$ cat config.mk
export PLATFORM = sky130hd
export DESIGN_NAME = audio_ser_rx
export DESIGN_NICKNAME = d
export VERILOG_FILES = /design/src/rtl/audio_rx_pkg.sv /design/src/rtl/arx_bit_sampler.sv /design/src/rtl/arx_framer.sv /design/src/rtl/arx_aligner.sv /design/src/rtl/arx_out_stage.sv /design/src/rtl/audio_ser_rx.sv
export SDC_FILE = /design/constraint.sdc
export NUM_CORES = 1
export LEC_CHECK = 0
export ABC_CLOCK_PERIOD_IN_PS = 6040
export CORE_MARGIN = 2
export CORE_UTILIZATION = 35
export DETAILED_ROUTE_END_ITERATION = 10
export GPL_TIMING_DRIVEN = 0
export PLACE_DENSITY = 0.51
export REMOVE_ABC_BUFFERS = 1
export SYNTH_ARGS = -nofsm -noshare
export SYNTH_HDL_FRONTEND = slang
export SYNTH_SLANG_ARGS = --single-unit
export TNS_END_PERCENT = 10
$ cat constraint.sdc
create_clock -name clk -period 6.04 [get_ports clk]
set_input_delay 1.812 -clock clk [delete_from_list [all_inputs] [get_ports clk]]
set_output_delay 1.812 -clock clk [all_outputs]
set_load 0.05 [all_outputs]
$ cat src/rtl/audio_rx_pkg.sv
package audio_rx_pkg;

    localparam int WORD_W = 32;
    localparam int LEN_CODE_W = 3;

    typedef enum logic [1:0] {
        FMT_I2S = 2'd0,
        FMT_LJ  = 2'd1,
        FMT_RJ  = 2'd2,
        FMT_RSV = 2'd3
    } fmt_e;

    typedef struct packed {
        logic              right;
        logic [WORD_W-1:0] data;
    } word_t;

    typedef struct packed {
        logic stb;
        logic val;
        logic ws;
        logic ws_edge;
    } bit_ev_t;

    // sample length in bits for a length code
    function automatic logic [5:0] len_bits(logic [LEN_CODE_W-1:0] code);
        case (code)
            3'd0:    return 6'd16;
            3'd1:    return 6'd18;
            3'd2:    return 6'd20;
            3'd3:    return 6'd24;
            default: return 6'd32;
        endcase
    endfunction

    // word-select level that marks the left channel
    function automatic logic left_level(fmt_e fmt);
        return (fmt == FMT_I2S) ? 1'b0 : 1'b1;
    endfunction

    // place the sample in the top bits, then arithmetic shift down
    function automatic logic [WORD_W-1:0] align_word(logic [WORD_W-1:0] raw, fmt_e fmt,
                                                     logic [LEN_CODE_W-1:0] code);
        logic [5:0]        sh;
        logic [WORD_W-1:0] t;
        sh = 6'd32 - len_bits(code);
        t  = (fmt == FMT_RJ) ? (raw << sh) : raw;
        return WORD_W'($signed(t) >>> sh);
    endfunction

endpackage

$ cat src/rtl/arx_bit_sampler.sv
module arx_bit_sampler
    import audio_rx_pkg::*;
(
    input  logic    clk,
    input  logic    rst,
    input  logic    bit_clk,
    input  logic    frame_sync,
    input  logic    ser_data,
    input  fmt_e    fmt,
    output bit_ev_t ev
);
    logic       clk_q;
    logic       fs_prev_bit;
    logic       ws_q;
    logic [1:0] seen;
    logic [1:0] need;
    logic       rise;
    logic       ws_now;

    assign rise   = bit_clk & ~clk_q;
    // I2S: word select takes effect one bit late
    assign ws_now = (fmt == FMT_I2S) ? fs_prev_bit : frame_sync;
    assign need   = (fmt == FMT_I2S) ? 2'd2 : 2'd1;

    always_comb begin
        ev.stb     = rise;
        ev.val     = ser_data;
        ev.ws      = ws_now;
        ev.ws_edge = rise && (ws_now != ws_q) && (seen >= need);
    end

    always_ff @(posedge clk) begin
        if (rst) begin
            clk_q       <= 1'b1;
            fs_prev_bit <= 1'b0;
            ws_q        <= 1'b0;
            seen        <= 2'd0;
        end else begin
            clk_q <= bit_clk;
            if (rise) begin
                fs_prev_bit <= frame_sync;
                ws_q        <= ws_now;
                if (seen != 2'd2) seen <= seen + 2'd1;
            end
        end
    end
endmodule

$ cat src/rtl/arx_framer.sv
module arx_framer
    import audio_rx_pkg::*;
#(
    parameter int SLOTS = 32
) (
    input  logic              clk,
    input  logic              rst,
    input  bit_ev_t           ev,
    input  fmt_e              fmt,
    output logic              done,
    output logic              done_right,
    output logic [WORD_W-1:0] raw,
    output logic              synced
);
    localparam int CNT_W = $clog2(SLOTS);

    logic [CNT_W-1:0]  cnt;
    logic              active;
    logic              chan_right;
    logic [WORD_W-1:0] shreg;
    logic [WORD_W-1:0] shifted;

    assign shifted = {shreg[WORD_W-2:0], ev.val};

    always_ff @(posedge clk) begin
        if (rst) begin
            cnt        <= '0;
            active     <= 1'b0;
            chan_right <= 1'b0;
            shreg      <= '0;
            done       <= 1'b0;
            done_right <= 1'b0;
            raw        <= '0;
            synced     <= 1'b0;
        end else begin
            done <= 1'b0;
            if (ev.stb) begin
                shreg <= shifted;
                if (ev.ws_edge) begin
                    cnt        <= CNT_W'(1);
                    active     <= 1'b1;
                    chan_right <= (ev.ws != left_level(fmt));
                    synced     <= 1'b1;
                end else if (active) begin
                    if (cnt == CNT_W'(SLOTS - 1)) begin
                        done       <= 1'b1;
                        done_right <= chan_right;
                        raw        <= shifted;
                        active     <= 1'b0;
                    end else begin
                        cnt <= cnt + CNT_W'(1);
                    end
                end
            end
        end
    end
endmodule

$ cat src/rtl/arx_aligner.sv
module arx_aligner
    import audio_rx_pkg::*;
(
    input  logic                  right,
    input  logic [WORD_W-1:0]     raw,
    input  fmt_e                  fmt,
    input  logic [LEN_CODE_W-1:0] len_code,
    output word_t                 word
);
    always_comb begin
        word.right = right;
        word.data  = align_word(raw, fmt, len_code);
    end
endmodule

$ cat src/rtl/arx_out_stage.sv
module arx_out_stage
    import audio_rx_pkg::*;
(
    input  logic  clk,
    input  logic  rst,
    input  logic  in_stb,
    input  word_t in_word,
    input  logic  ready,
    output logic  valid,
    output word_t held,
    output logic  ovf
);
    always_ff @(posedge clk) begin
        if (rst) begin
            valid <= 1'b0;
            held  <= '0;
            ovf   <= 1'b0;
        end else begin
            if (valid && ready) valid <= 1'b0;
            if (in_stb) begin
                if (!valid || ready) begin
                    held  <= in_word;
                    valid <= 1'b1;
                end else begin
                    ovf <= 1'b1;
                end
            end
        end
    end
endmodule

$ cat src/rtl/audio_ser_rx.sv
module audio_ser_rx
    import audio_rx_pkg::*;
#(
    parameter int SLOTS = 32
) (
    input  logic                  clk,
    input  logic                  rst,
    input  logic                  bit_clk,
    input  logic                  frame_sync,
    input  logic                  ser_data,
    input  logic [1:0]            fmt_sel,
    input  logic [LEN_CODE_W-1:0] len_sel,
    output logic                  word_valid,
    output logic [WORD_W-1:0]     word_data,
    output logic                  word_right,
    input  logic                  word_ready,
    output logic                  overflow
);
    fmt_e              fmt;
    bit_ev_t           ev;
    logic              frm_done;
    logic              frm_right;
    logic              frm_synced;
    logic [WORD_W-1:0] frm_raw;
    word_t             aligned;
    word_t             held;

    assign fmt = fmt_e'(fmt_sel);

    arx_bit_sampler u_smp (
        .clk(clk), .rst(rst), .bit_clk(bit_clk), .frame_sync(frame_sync),
        .ser_data(ser_data), .fmt(fmt), .ev(ev)
    );

    arx_framer #(.SLOTS(SLOTS)) u_frm (
        .clk(clk), .rst(rst), .ev(ev), .fmt(fmt), .done(frm_done),
        .done_right(frm_right), .raw(frm_raw), .synced(frm_synced)
    );

    arx_aligner u_aln (
        .right(frm_right), .raw(frm_raw), .fmt(fmt), .len_code(len_sel), .word(aligned)
    );

    arx_out_stage u_out (
        .clk(clk), .rst(rst), .in_stb(frm_done), .in_word(aligned),
        .ready(word_ready), .valid(word_valid), .held(held), .ovf(overflow)
    );

    assign word_data  = held.data;
    assign word_right = held.right;
endmodule

# Word-level counts from Yosys, hierarchy flattened
# Cells that the tools add are included.
# classes
add_sub_neg	3
order_cmp	1
eq_ne	9
n_shift	2
mux	15
bitwise	6
reduce_logical	15
# op_table
op	n
32-bit 2-to-1 mux	1
32-bit by 6-bit << shifter with 32-bit output	1
32-bit by 6-bit >>> shifter with 32-bit output	1
6-bit one-hot mux with 4 select lines	1
5-bit 2-to-1 mux	3
1-bit 2-to-1 mux	9
2-bit AND reduction	4
3-bit by 2-bit == test with 1-bit output, second input constant	2
6-bit subtractor, first input constant	1
5-bit by 1-bit adder with 5-bit output, second input constant	1
5-bit == test, second input constant	1
1-bit inverter	5
2-bit != test, second input constant	2
4-bit AND reduction	1
4-bit OR reduction	1
3-bit by 1-bit == test with 1-bit output, second input constant	1
1-bit logical AND	3
3-bit zero test	1
3-bit AND reduction	1
2-bit by 1-bit adder with 2-bit output, second input constant	1
2-bit == test, second input constant	1
2-bit >= comparator	1
2-bit zero test	1
2-bit 2-to-1 mux	1
other kinds (5)	6
# word_totals
ff_bits	112
input_bits	11
output_inout_bits	35
elab_cells	66

# Logic depth before layout (Yosys ltp)
# depth
word_depth	7
depth_mapped	20
depth_no_buf	12

# Hierarchy
# A second synthesis with hierarchy kept.
# unflattened
cells_unflattened	1006
area_unflattened_um2	8282.9
# by_module_without_submodules
mod	n_inst	cells_per_inst	area_each_um2	seq_area_each_um2
arx_aligner	1	532	3732.3	0.0
arx_framer	1	290	2665.1	1461.4
arx_out_stage	1	151	1581.5	700.7
arx_bit_sampler	1	33	304.0	100.1

# Worst setup path after synthesis
# OpenSTA, ideal clock, no wires.
# synth_timing
path_kind	input-to-reg
startpoint	input port len_sel[0]
endpoint	register u_out.held[7] (netlist name)
arrival_time_ps	5493
path_slack_ps	424
stages	18
cell_sequence	buf_4 -> nor3b_4 -> inv_4 -> buf_6 -> buf_2 -> buf_1 -> clkbuf_1 -> ha_1 -> buf_2 -> buf_2 -> buf_2 -> o21ai_0 -> a2111oi_0 -> nor2_1 -> a221oi_2 -> o21ai_0 -> o31ai_1 -> a21oi_1
# synth_via
elab_chain_len	6
elab_cells_between_ends	9
# synth_rtl
item	line	rtl
from (decl)	audio_ser_rx.sv:12	input logic [LEN_CODE_W-1:0] len_sel,
3-bit by 2-bit == test with 1-bit output (tied with other cells)	audio_rx_pkg.sv:27	case (code)
6-bit one-hot mux with 4 select lines *	audio_rx_pkg.sv:27	
6-bit subtractor *	audio_rx_pkg.sv:46	sh = 6'd32 - len_bits(code);
32-bit by 6-bit << shifter with 32-bit output	audio_rx_pkg.sv:47	t = (fmt == FMT_RJ) ? (raw << sh) : raw;
32-bit 2-to-1 mux	audio_rx_pkg.sv:47	
32-bit by 6-bit >>> shifter with 32-bit output *	audio_rx_pkg.sv:48	return WORD_W'($signed(t) >>> sh);
# Mark *: on every way between the ends. The rest lies on a longest branch, timed or not.
# A chain may end at the register's enable or synchronous reset.

# Final worst setup path
# layout_timing
startpoint	input port len_sel[0]
endpoint	register u_out.held[3] (netlist name)
# layout_via
elab_chain_len	6
elab_cells_between_ends	9
# layout_rtl
item	line
3-bit by 2-bit == test with 1-bit output (tied with other cells)	audio_rx_pkg.sv:27
6-bit one-hot mux with 4 select lines *	audio_rx_pkg.sv:27
6-bit subtractor *	audio_rx_pkg.sv:46
32-bit by 6-bit << shifter with 32-bit output	audio_rx_pkg.sv:47
32-bit 2-to-1 mux	audio_rx_pkg.sv:47
32-bit by 6-bit >>> shifter with 32-bit output *	audio_rx_pkg.sv:48
# Marked as above.

==> flow_summary_export.csv <==
group,metric,value,unit
clocking,clock_latency,370,ps
yosys,ys.flop_type,"dfxtp_1",
placed_design,gp_congestion,0.9430,
setup_path,path_delay_family,"simple AND/OR/NAND/NOR gates",
timing,setup_viol,0,
timing,final_hold_viol_count,0,
floorplan,die_area,22320,um^2
clocking,cts_sinks,112,
floorplan,ioPinCount,46,
detailed_routing,drc,0,
timing,relSlewSlack,11.02,%
timing,fmax,0.1697,GHz
flow_run,maxCapViolations,0,
detailed_routing,wl,26540,um
setup_path,crit_type,"primary input to flop",
power_and_ir_drop,switching_share,32.04,%
global_routing,gr-total-overflow,0,
layout,diodes,0,
setup_path,cp_slowest_stage_delay,600,ps
yosys,netlist_area,7398,um^2
layout,final_nets,1019,
layout,final_util,41.07,%
placed_design,dp_hpwl,18480,um
global_routing,antenna_found_initial,0,
setup_path,required,6290,ps
global_routing,use_met2,36.79,%
yosys,synth-async-reset-ratio,0,%
floorplan,coreArea,20890,um^2
detailed_routing,first_iter_violations,724,
global_routing,grt_pass1_wl,41170,um
power_and_ir_drop,p_int,0.001131,W
detailed_routing,detail_route.vias_per_cell,6.027,
power_and_ir_drop,p_switching,0.0005331,W
timing,final_max_slew_viol_count,0,
yosys,synth_edf_count,0,
global_routing,use_met3,4.067,%
layout,fillers,2249,
power_and_ir_drop,power,0.001664,W
setup_path,crit_chain,"clkdlybuf4s18_2 -> nand2b_2 -> nor2_4 -> clkinvlp_4 -> ha_4 -> mux2i_1 -> mux2i_1 -> a32oi_1 -> nand3_1 -> nor2_1 -> o32ai_1 -> a21oi_1 -> o211ai_1",
timing,period_needed,5891,ps
yosys,ys_ff_latch,112,
clocking,path_clk_slew,90,ps
clocking,cts_buffers,9,
yosys,synthCells,1015,
setup_path,crit_slowest_cell,"ha_4",
detailed_routing,wire_per_inst,20.70,um
layout,area_delta_synth_final,15.95,%
timing,setup_ws,148.7,ps
setup_path,endpoint_kind,"flop",
power_and_ir_drop,p_seq_share,44.6,%
layout,drive_above_1_share,8.540,%
yosys,ys_seq_area_share,30.31,%
floorplan,start_util,35.42,%
power_and_ir_drop,ir_drop,0.1400,mV
clocking,root_buffer,"clkbuf_16",
clocking,cts_hold_buf,0,
floorplan,die_y,149.4,um
global_routing,grt_pass1_vias,7006,
power_and_ir_drop,pwr_density_cell,194.0,nW/um^2
global_routing,grt_max_degree,62,
global_routing,track_usage,23.74,%
power_and_ir_drop,pwr-share-clk,39.4,%
placed_design,post-place-ws,-2653,ps
setup_path,cp_max_fo,28,
floorplan,die_x,149.4,um
global_routing,busiest_layer,"met2",
detailed_routing,vias,7727,
clocking,cts-htree-levels,3,
layout,regArea,2242,um^2
status,status,"finished, final reports clean",
yosys,yosysWarningCount,0,
clocking,cts_tree,"built",
timing,worst_pin_slew,1335,ps
setup_path,startpoint_type,"primary input",
setup_path,path_buf_inv,2,
detailed_routing,firstDrtPassIters,6,
floorplan,rows,53,
clocking,cts_buffer_depth,2,
detailed_routing,ant_nets,0,
setup_path,cp.arrival,6140,ps
yosys,ys_types,72,
layout,multi_input_area,4893,um^2
global_routing,grt_use_met1,32.65,%
power_and_ir_drop,pwr-share-comb,16.0,%
timing,clock_skew,14.73,ps
power_and_ir_drop,leakagePower,2.787,nW
placed_design,port_buffers,45,
worst_hold_path,hp-class,"flop to flop",
yosys,avgSynthCellArea,7.289,um^2
timing,finalCritPeriodShare,97.54,%
timing,rsz0062_at_grt,"no",
setup_path,critPathMostFrequentCell,"mux2i_1",
-- final timing paths --
check | start | end | slack (ps) | cells after the start
worst max-delay path | len_sel[0] | u_out.held[3]$_SDFFE_PP0P_ | 150 | 13
worst min-delay path | u_frm.shreg[30]$_SDFFE_PP0P_ | u_frm.raw[31]$_SDFFE_PP0P_ | 450 | 2
worst max register to register | u_smp.clk_q$_SDFF_PP1_ | u_frm.raw[19]$_SDFFE_PP0P_ | 3070 | 7
worst min register to register | u_frm.shreg[30]$_SDFFE_PP0P_ | u_frm.raw[31]$_SDFFE_PP0P_ | 450 | 2
-- state kept, by name, summed over array words and instances, names as in the netlist --
register and flops:
u_smp.ws_q 1, u_frm.raw 32, u_frm.done 1, u_frm.chan_right 1
u_smp.clk_q 1, u_frm.cnt 5, u_smp.seen 2, u_out.ovf 1
u_out.valid 1, u_smp.fs_prev_bit 1, u_frm.done_right 1, u_out.held 33
u_frm.shreg 31, u_frm.active 1
-- cell usage after synthesis (14+ instances only) --
library cell | n | share of area [%]
clkbuf_1 | 69 | 3.5
nor3_1 | 14 | 0.95
o211ai_1 | 18 | 1.8
a211oi_1 | 21 | 2.1
o21ai_0 | 46 | 3.1
nand2_1 | 208 | 11
nand3_1 | 27 | 1.8
nor2_1 | 84 | 4.3
a21oi_1 | 119 | 8.1
dfxtp_1 | 112 | 30
nand2b_1 | 18 | 1.5
mux2i_1 | 48 | 6.5
-- cell type report --
type | count | area share, %
multi-input combinational | 802 | 57.04
sequential | 112 | 26.14
timing repair buffer | 65 | 8.387
tap | 275 | 4.011
clock buffer | 9 | 2.625
clock inverter | 7 | 1.181
inverter | 12 | 0.6126
-- kinds of logic after synthesis --
family	count (synthesis)	synth area share, %
xor gates and xnor gates	7	0.8287
adders and majority gates	6	1.015
muxes	63	9.995
and+or+nand+nor	405	24.23
AOI/OAI and AO/OA	321	28.04
buffers and inverters	101	5.581
DFF	112	30.31
-- worst min-delay path: stages, from the launching register on --
cell and delay [ps]:
dfxtp_1 320, nand2_1 50, a21oi_1 50
-- cells in the final DEF, fill, tap and decap left out, types with 4 or more instances in the layout --
cell type	Yosys	routed
o21ai_0	46	44
mux4_2	8	8
o22ai_1	12	12
o221ai_1	8	8
dfxtp_1	112	112
a21oi_1	119	119
nor2_1	84	82
nand2_1	208	208
nand2b_1	18	16
a32oi_1	10	10
a311oi_1	6	6
nand4_1	11	11
nor4_1	7	7
mux2i_1	48	47
nor2b_1	9	7
buf_6	1	7
and3_1	4	4
nand3_1	27	27
buf_4	2	4
a31oi_1	8	8
mux2_2	7	7
buf_8	0	7
a22oi_1	13	13
ha_1	6	5
or2_2	4	4
inv_1	10	9
a221oi_1	9	9
nor3_1	14	12
a21o_1	4	4
clkdlybuf4s50_1	0	41
clkbuf_16	0	9
a211oi_1	21	21
or3_1	4	4
o2111ai_1	8	7
o211ai_1	18	18
-- what timing repair did --
action                     in CTS  in global routing
resized for setup              22                 10
buffers inserted                1                  4
pin swaps                       1                  1
setup endpoints to repair      32                 29
-- per-layer routing --
| layer | part of all wire [%] | vias up |
|---|---|---|
| met5 | 0 | - |
| met4 | 3.8 | 0 |
| met3 | 6.8 | 64 |
| met2 | 45 | 335 |
| met1 | 45 | 3642 |
| li1 | - | 3686 |
-- power by group through the flow --
| stage | Combinational (W) | Clock, W | Sequential, W |
|---|---|---|---|
| after CTS | 0.000255 | 0.000676 | 0.000742 |
| final | 0.000266 | 0.000655 | 0.000742 |
| after global routing | 0.000283 | 0.000702 | 0.000743 |
| after global placement | 0.000234 | 0 | 0.000759 |
| after detailed placement | 0.000249 | 0 | 0.000760 |
| after floorplan | 0.000140 | 0 | 0.000759 |
-- stage by stage --
step                      TNS [ps]  instances  area (um^2)  hold slack (ps)
after detailed placement    -73980       1261         8117            447.0
after global routing             0       1282         8578            466.1
after floorplan             -39710        926         7033            425.1
final                            0       1282         8578            453.8
after CTS                        0       1278         8531            459.0
after global placement     -266850       1246         7828            439.2
Power figures use the tool's default switching activity.
